## src/rtl/irqs_pkg.sv

```systemverilog
package irqs_pkg;
   localparam int LVL_W  = 3;
   localparam int RND_W  = 2;
   localparam int USED_W = LVL_W + RND_W + 7;

   typedef struct packed {
      logic [LVL_W-1:0] lvl;
      logic [RND_W-1:0] rnd;
      logic             fixpt;
      logic             fp_ovf;
      logic             fp_unf;
      logic             stk;
      logic             ie;
      logic             ovf;
      logic             bank;
   } flags_t;
endpackage

```

## src/rtl/irqs_accept.sv

```systemverilog
module irqs_accept #(
   parameter int LVL_W = 3
) (
   input  logic             req,
   input  logic [LVL_W-1:0] req_lvl,
   input  logic             ie,
   input  logic [LVL_W-1:0] cur_lvl,
   output logic             take
);
   localparam logic [LVL_W-1:0] TOP_LVL = {LVL_W{1'b1}};

   if (LVL_W < 1) begin : g_bad_lvl
      $error("irqs_accept: LVL_W must be at least 1");
   end

   logic above;
   logic blocked;

   always_comb begin
      above   = req_lvl > cur_lvl;
      blocked = cur_lvl == TOP_LVL;
      take    = req && ie && above && !blocked;
   end
endmodule

```

## src/rtl/irqs_swi_check.sv

```systemverilog
module irqs_swi_check #(
   parameter int VEC_W     = 8,
   parameter int SWI_SPLIT = 128
) (
   input  logic             swi_valid,
   input  logic [VEC_W-1:0] swi_num,
   output logic             swi_clr
);
   localparam int SPLIT_LOG = (SWI_SPLIT > 1) ? $clog2(SWI_SPLIT) : 1;
   localparam bit IS_POW2   = (SWI_SPLIT > 1) && ((1 << SPLIT_LOG) == SWI_SPLIT);

   if (VEC_W < 1 || SWI_SPLIT < 1) begin : g_bad_cfg
      $error("irqs_swi_check: VEC_W and SWI_SPLIT must be positive");
   end

   if (SWI_SPLIT >= (1 << VEC_W)) begin : g_all
      assign swi_clr = swi_valid;
   end else if (IS_POW2) begin : g_pow2
      assign swi_clr = swi_valid && (swi_num[VEC_W-1:SPLIT_LOG] == '0);
   end else begin : g_cmp
      logic [VEC_W:0] limit;
      assign limit   = (VEC_W+1)'(SWI_SPLIT);
      assign swi_clr = swi_valid && ({1'b0, swi_num} < limit);
   end
endmodule

```

## src/rtl/irqs_flag_reg.sv

```systemverilog
module irqs_flag_reg
   import irqs_pkg::*;
(
   input  logic   clk,
   input  logic   rst_n,
   input  logic   alu_upd,
   input  logic   alu_ovf,
   input  logic   fpu_upd,
   input  logic   fpu_unf,
   input  logic   fpu_ovf,
   input  logic   fpu_subn,
   input  logic   wr_en,
   input  flags_t wr_flags,
   input  logic   swi_clr,
   input  logic   take,
   output flags_t q
);
   flags_t nxt;

   always_comb begin
      nxt = q;
      if (alu_upd) begin
         nxt.ovf = alu_ovf;
      end
      if (fpu_upd) begin
         nxt.fp_unf = fpu_unf | fpu_subn;
         nxt.fp_ovf = fpu_ovf | fpu_subn;
      end
      if (wr_en) begin
         nxt = wr_flags;
      end
      if (swi_clr) begin
         nxt.stk = 1'b0;
      end
      if (take) begin
         nxt.ie  = 1'b0;
         nxt.stk = 1'b0;
      end
   end

   always_ff @(posedge clk or negedge rst_n) begin
      if (!rst_n) begin
         q <= '0;
      end else begin
         q <= nxt;
      end
   end
endmodule

```

## src/rtl/irq_status_core.sv

```systemverilog
module irq_status_core
   import irqs_pkg::*;
#(
   parameter int VEC_W     = 8,
   parameter int SWI_SPLIT = 128,
   parameter int FLAG_W    = 16
) (
   input  logic                       clk,
   input  logic                       rst_n,
   input  logic                       irq_req,
   input  logic [irqs_pkg::LVL_W-1:0] irq_lvl,
   input  logic                       swi_valid,
   input  logic [VEC_W-1:0]           swi_num,
   input  logic                       alu_upd,
   input  logic                       alu_ovf,
   input  logic                       fpu_upd,
   input  logic                       fpu_unf,
   input  logic                       fpu_ovf,
   input  logic                       fpu_subn,
   input  logic                       wr_en,
   input  logic [FLAG_W-1:0]          wr_data,
   output logic                       irq_take,
   output logic                       bank_sel,
   output logic                       stk_sel,
   output logic [FLAG_W-1:0]          flag_word
);
   localparam int RSV_W = FLAG_W - USED_W;

   if (FLAG_W < USED_W) begin : g_bad_width
      $error("irq_status_core: FLAG_W too small for the flag fields");
   end

   flags_t cur;
   flags_t wr_flags;
   logic   swi_clr;

   assign wr_flags = flags_t'(wr_data[USED_W-1:0]);

   irqs_accept #(.LVL_W(LVL_W)) u_accept (
      .req     (irq_req),
      .req_lvl (irq_lvl),
      .ie      (cur.ie),
      .cur_lvl (cur.lvl),
      .take    (irq_take)
   );

   irqs_swi_check #(.VEC_W(VEC_W), .SWI_SPLIT(SWI_SPLIT)) u_swi (
      .swi_valid (swi_valid),
      .swi_num   (swi_num),
      .swi_clr   (swi_clr)
   );

   irqs_flag_reg u_reg (
      .clk      (clk),
      .rst_n    (rst_n),
      .alu_upd  (alu_upd),
      .alu_ovf  (alu_ovf),
      .fpu_upd  (fpu_upd),
      .fpu_unf  (fpu_unf),
      .fpu_ovf  (fpu_ovf),
      .fpu_subn (fpu_subn),
      .wr_en    (wr_en),
      .wr_flags (wr_flags),
      .swi_clr  (swi_clr),
      .take     (irq_take),
      .q        (cur)
   );

   if (RSV_W > 0) begin : g_rsv
      assign flag_word = {{RSV_W{1'b0}}, cur};
   end else begin : g_norsv
      assign flag_word = cur;
   end

   assign bank_sel = cur.bank;
   assign stk_sel  = cur.stk;
endmodule

```

## config.mk

```make
export PLATFORM = sky130hd
export DESIGN_NAME = irq_status_core
export DESIGN_NICKNAME = d
export VERILOG_FILES = /design/src/rtl/irqs_pkg.sv /design/src/rtl/irqs_accept.sv /design/src/rtl/irqs_swi_check.sv /design/src/rtl/irqs_flag_reg.sv /design/src/rtl/irq_status_core.sv
export SDC_FILE = /design/constraint.sdc
export NUM_CORES = 1
export LEC_CHECK = 0
export BUFFER_PORTS_ARGS = -buffer_cell sky130_fd_sc_hd__buf_2
export CORE_ASPECT_RATIO = 0.8
export CORE_MARGIN = 2
export CORE_UTILIZATION = 25
export DETAILED_ROUTE_END_ITERATION = 12
export HOLD_SLACK_MARGIN = 0.1
export SLEW_MARGIN = 20
export SYNTH_ARGS = -nofsm -noshare
export SYNTH_HDL_FRONTEND = slang
export SYNTH_SLANG_ARGS = --single-unit
```

## constraint.sdc

```tcl
create_clock -name clk -period 1.9 [get_ports clk]
set_clock_uncertainty 0.1 [all_clocks]
set_input_delay 0.19 -clock clk [delete_from_list [all_inputs] [get_ports clk]]
set_output_delay 0.19 -clock clk [all_outputs]
set_load 0.03 [all_outputs]
```

### After elaboration in Yosys (flattened, before gate mapping)

Index checks and enable logic that the tools add are counted.

| word-level totals | value |
|---|---|
| flip-flop bits (word level) | 12 |
| input bits | 38 |
| word-level logic and storage cells | 28 |
| output and inout port bits | 19 |

| cells by class | value |
|---|---|
| $lt $le $gt $ge | 1 |
| multiplexer cells | 5 |
| reductions and logical operators | 9 |
| equal/unequal tests | 1 |
| bitwise operators | 3 |

Operator list:

| cell | number |
|---|---|
| 6-bit two-way mux | 1 |
| 2-bit nonzero test | 3 |
| 1-bit logical AND | 4 |
| 2-bit two-way mux | 2 |
| 3-bit == test (second input constant) | 1 |
| 3-bit > comparator | 1 |
| 3-bit nonzero test | 1 |
| 1-bit two-way mux | 2 |
| 1-bit OR | 2 |
| 1-bit logical NOT | 1 |
| 1-bit NOT | 1 |

### Depth between registers and ports, before layout

| depth | value |
|---|---|
| depth in word-level cells | 5 |
| mapped depth | 6 |
| depth with buffers taken out | 6 |

### Cells and area by module

A second synthesis with hierarchy kept.

| second synthesis, totals | value |
|---|---|
| cells, all modules | 57 |
| area, all modules | 658.1 um^2 |

Modules (own cells, without submodules):

| module | sequential area each (um^2) | area an instance (um^2) | times used | cells each |
|---|---|---|---|---|
| irqs_flag_reg | 300.3 | 510.5 | 1 | 36 |
| irqs_accept | 0.0 | 85.1 | 1 | 13 |
| irq_status_core | 0.0 | 48.8 | 1 | 7 |
| irqs_swi_check | 0.0 | 13.8 | 1 | 1 |

### Worst setup path after synthesis

No wires, ideal clock.

| timing path | value |
|---|---|
| path type | reg-to-reg |
| from | register u_reg.q[11] in the netlist's numbering |
| to | register u_reg.q[3] in the netlist's numbering |
| clock period less this slack | 1,774 ps |
| arrival | 1,534 ps |
| setup time | 141 ps |
| data required time | 1,659 ps |
| path buffers | 0 |
| stages on the path, launching flop included | 7 |
| path slack | 126 ps |
| cell sequence | dfrtp_1 -> inv_1 -> ha_1 -> nand3_1 -> nand4_1 -> a21oi_2 -> nor3_2 |

| on the way | value |
|---|---|
| cells in the longest elaborated chain, start to end | 4 |
| elaborated cells on any way between the ends | 7 |
| classes of those cells | order compare (1); eq/ne (1); mux (1); reduce/logical (4) |

Ends and longest elaborated chain:

| what | line | RTL |
|---|---|---|
| start, declared | irqs_flag_reg.sv:16 | `output flags_t q` |
| start signal, assigned | irqs_flag_reg.sv:45 | `q <= nxt;` |
| 3-bit > comparator / 3-bit == test (equally long branches) | irqs_accept.sv:20, irqs_accept.sv:21 |  |
| 1-bit logical AND / 1-bit logical NOT (equally long branches) | irqs_accept.sv:22 | `take = req && ie && above && !blocked;` |
| 1-bit logical AND (*) | irqs_accept.sv:22 |  |
| named net irq_take | irq_status_core.sv:22 | `output logic irq_take,` |
| 3-bit nonzero test (no source line) / 2-bit two-way mux (equally long branches) | - |  |

Mark *: on every way through the listed nets, which the timed path passes. The rest lies on a longest branch.
A chain may end at the register's enable or synchronous reset.

### Worst setup path in the final report

| timing path | value |
|---|---|
| from | register u_reg.q[11] in the netlist's numbering |
| to | output port irq_take |

| on the way | value |
|---|---|
| cells in the longest elaborated chain, start to end | 3 |
| elaborated cells on any way between the ends | 5 |
| classes of those cells | order compare (1); eq/ne (1); reduce/logical (3) |

Ends and longest elaborated chain:

| what | line |
|---|---|
| 3-bit > comparator / 3-bit == test (equally long branches) | irqs_accept.sv:20, irqs_accept.sv:21 |
| 1-bit logical AND / 1-bit logical NOT (equally long branches) | irqs_accept.sv:22 |
| 1-bit logical AND (*) | irqs_accept.sv:22 |
| end, declared | irq_status_core.sv:22 |

Every way passes the cells marked *; elsewhere a longest branch is shown, timed or not.

==> impl_metrics.env <==
export IMPL_status="complete, no violations"
export IMPL_hold_viol_final=0
export IMPL_dp_cells=133
export IMPL_ys_seq_area_share_pct=46.33
export IMPL_drc=0
export IMPL_cp_end_kind="output pin"
export IMPL_netlist_cell_type_count=20
export IMPL_io_pins=57
export IMPL_p_leak_uw=0.0005265
export IMPL_antenna_found_initial=0
export IMPL_ant_nets=0
export IMPL_initial_core_util_pct=26.32
export IMPL_gr_usage_all_layers_pct=10.90
export IMPL_synth_edf_count=0
export IMPL_die_height_um=49.54
export IMPL_reg_top3="u_reg.q (12)"
export IMPL_h_tree_depth=1
export IMPL_top_register="u_reg.q"
export IMPL_mappedNetlistArea_um2=648.1
export IMPL_avgRoutedWirePerCell_um=10.01
export IMPL_yosysMostFrequentCell="dfrtp_1"
export IMPL_max_freq_ghz=0.5536
export IMPL_synth_seq_cells=12
export IMPL_netlist_area_leader_share_pct=46.33
export IMPL_chipWidth_um=60.93
export IMPL_crit_type="flop to output pin"
export IMPL_gp_congestion=0.7459
export IMPL_fin_crit_sh_pct=95.07
export IMPL_syn_inst=62
export IMPL_cp_slowest_cell="dfrtp_1"
export IMPL_worstPathRequired_ns=1.61
export IMPL_avgSynthCellArea_um2=10.45
export IMPL_final_area_um2=1044
export IMPL_path_buf_inv=2
export IMPL_first_pass_iters=2
export IMPL_fin_cells=150
export IMPL_largest_reg_flops=12
export IMPL_critPathTopFamily="flip-flops"
export IMPL_hold_path_class="input pin to flop"
export IMPL_ys_warnings_count=0
export IMPL_peakVddDrop_v=0.0002668
export IMPL_gr_total_overflow=0
export IMPL_routed_wl_mm=1.501
export IMPL_synthArstFlopShare_pct=100.0
export IMPL_grt_pass1_vias=536
export IMPL_core_area_um2=2462
export IMPL_power_total_uw=742.7
export IMPL_area_delta_synth_final_pct=61.00
export IMPL_synthTopCellsByArea="dfrtp_1 (46%), mux2_2 (8.7%), buf_4 (8.1%)"
export IMPL_cp_max_fo=3
export IMPL_setup_violations=0
export IMPL_crit_chain="inv_1, ha_4, nand3_1, nand4_1, a21oi_4, buf_6"
export IMPL_grt_start_max_net_pins=18
export IMPL_drt_iter0_drc=6
export IMPL_rows=16
export IMPL_cap_violations=0
export IMPL_maxSlewViolCount=0
export IMPL_fill_cells=249
export IMPL_grt_pass1_wl_mm=2.352
export IMPL_numCtsBuffers=3
export IMPL_cts_num_sinks=12
export IMPL_synth_flop_cell="dfrtp_1"
export IMPL_vias_per_cell=4.013
export IMPL_dp_hpwl_mm=1.095
export IMPL_startpoint_type="flop"
export IMPL_cts_root_buf="clkbuf_4"
export IMPL_synth_largest_area_cell="dfrtp_1"
export IMPL_layout_drive_gt1_share_pct=50.88
export IMPL_hold_slack_ns=0.1197
export IMPL_cp_arrival_ns=1.52
export IMPL_dieArea_um2=3018
export IMPL_cpPeakStageDelay_ns=0.38
export IMPL_min_period_ns=1.806
export IMPL_synth_commonest_cells="dfrtp_1 (12), buf_4 (7), nand2_1 (7)"
export IMPL_place_area_um2=840.8
export IMPL_cts_reportedPaths_clkPinSlew_ns=0.08
export IMPL_clock_path_buffers=2
export IMPL_final_nets=156
export IMPL_p_per_area_nw_per_um2=711.7
export IMPL_antennaDiodeCount=0
export IMPL_clk_latency_ns=0.26
export IMPL_cts_tree="yes"
export IMPL_dr_total_vias=602
export IMPL_io_buffers=41
==> area by class of cell <==
cell class / count / area [um2] / area share [%]
repair buffers: 54 / 339.1 / 32.49
inverters: 4 / 15.01 / 1.439
clock buffers: 4 / 36.28 / 3.477
well taps: 36 / 45.04 / 4.317
flip-flops and latches: 12 / 300.3 / 28.78
multi-input cells: 40 / 307.8 / 29.50
==> layout by cell type, fill, tap and decap left out, drive strengths merged <==
cell / synthesis / final
buf: 9 / 42
ha: 3 / 3
dfrtp: 12 / 12
nor3: 1 / 1
conb: 1 / 4
o21ai: 8 / 8
nand4: 1 / 1
mux2: 5 / 5
a21oi: 1 / 1
dlygate4sd3: 0 / 12
nand2: 7 / 7
clkbuf: 0 / 4
nor2: 3 / 3
nor2b: 2 / 2
nand3: 2 / 2
inv: 4 / 4
mux2i: 3 / 3
==> metrics by stage <==
step | setup slack (ns) | TNS (ns) | utilization [%]
2_1_floorplan | 0.1256 | 0 | -
3_3_place_gp | 0.2904 | 0 | 34.15
3_5_place_dp | 0.2638 | 0 | 34.15
4_1_cts | 0.004500 | 0 | 40.75
5_1_grt | -0.001820 | -0.001820 | 42.38
6_report | 0.09360 | 0 | 42.38
==> where the power goes <==
part	total (uW)	internal (uW)	switching, uW	leakage (uW)
logic	250	103	147	0.000362
clock network	196	116	80.0	0.0000210
registers	296	281	14.9	0.000143
==> layer usage <==
metal  share of wire [%]  vias up  GRT usage [%]
li1                    -      300              -
met1                  42      273          11.69
met2                  49       29          19.53
met3                 9.6        0          5.512
met4                   0        0          1.087
met5                   0        -              0
==> worst min-delay path, cell delays in order <==
cell     delay [ns]
buf_2          0.08
mux2i_1        0.05
o21ai_0        0.13
==> worst paths after layout <==
path | startpoint | slack (ns) | endpoint | cells past startpoint
max | u_reg.q[11] | 0.09 | irq_take | 6
min | alu_ovf | 0.12 | u_reg.q[1] | 3
max reg2reg | u_reg.q[10] | 0.51 | u_reg.q[3] | 6
min reg2reg | u_reg.q[8] | 0.40 | u_reg.q[8] | 1
max in group asynchronous | rst_n | 1.24 | u_reg.q[4] | 2
min in group asynchronous | rst_n | 0.23 | u_reg.q[0] | 2
==> logic make-up (layout without fill, tap and decap cells) <==
group | Yosys count | in the layout | synth area share [%]
other | 1 | 4 | 0.5786
AOI/OAI and AO/OA | 9 | 9 | 8.108
buffers and inverters | 13 | 62 | 12.93
and+or+nand+nor | 16 | 16 | 12.94
muxes | 8 | 8 | 13.32
DFF | 12 | 12 | 46.33
adders and majority gates | 3 | 3 | 5.792
==> what timing repair did <==
| action | 4_1_cts | 5_1_grt |
|---|---|---|
| pin swaps | 0 | 2 |
| setup buffers | 0 | 1 |
| setup endpoints to repair | 1 | 1 |
| gates resized for setup | 2 | 4 |
| endpoints found under the hold margin | 23 | 0 |
| hold buffers | 12 | 0 |
No activity file was read; power rests on OpenSTA's default activity.
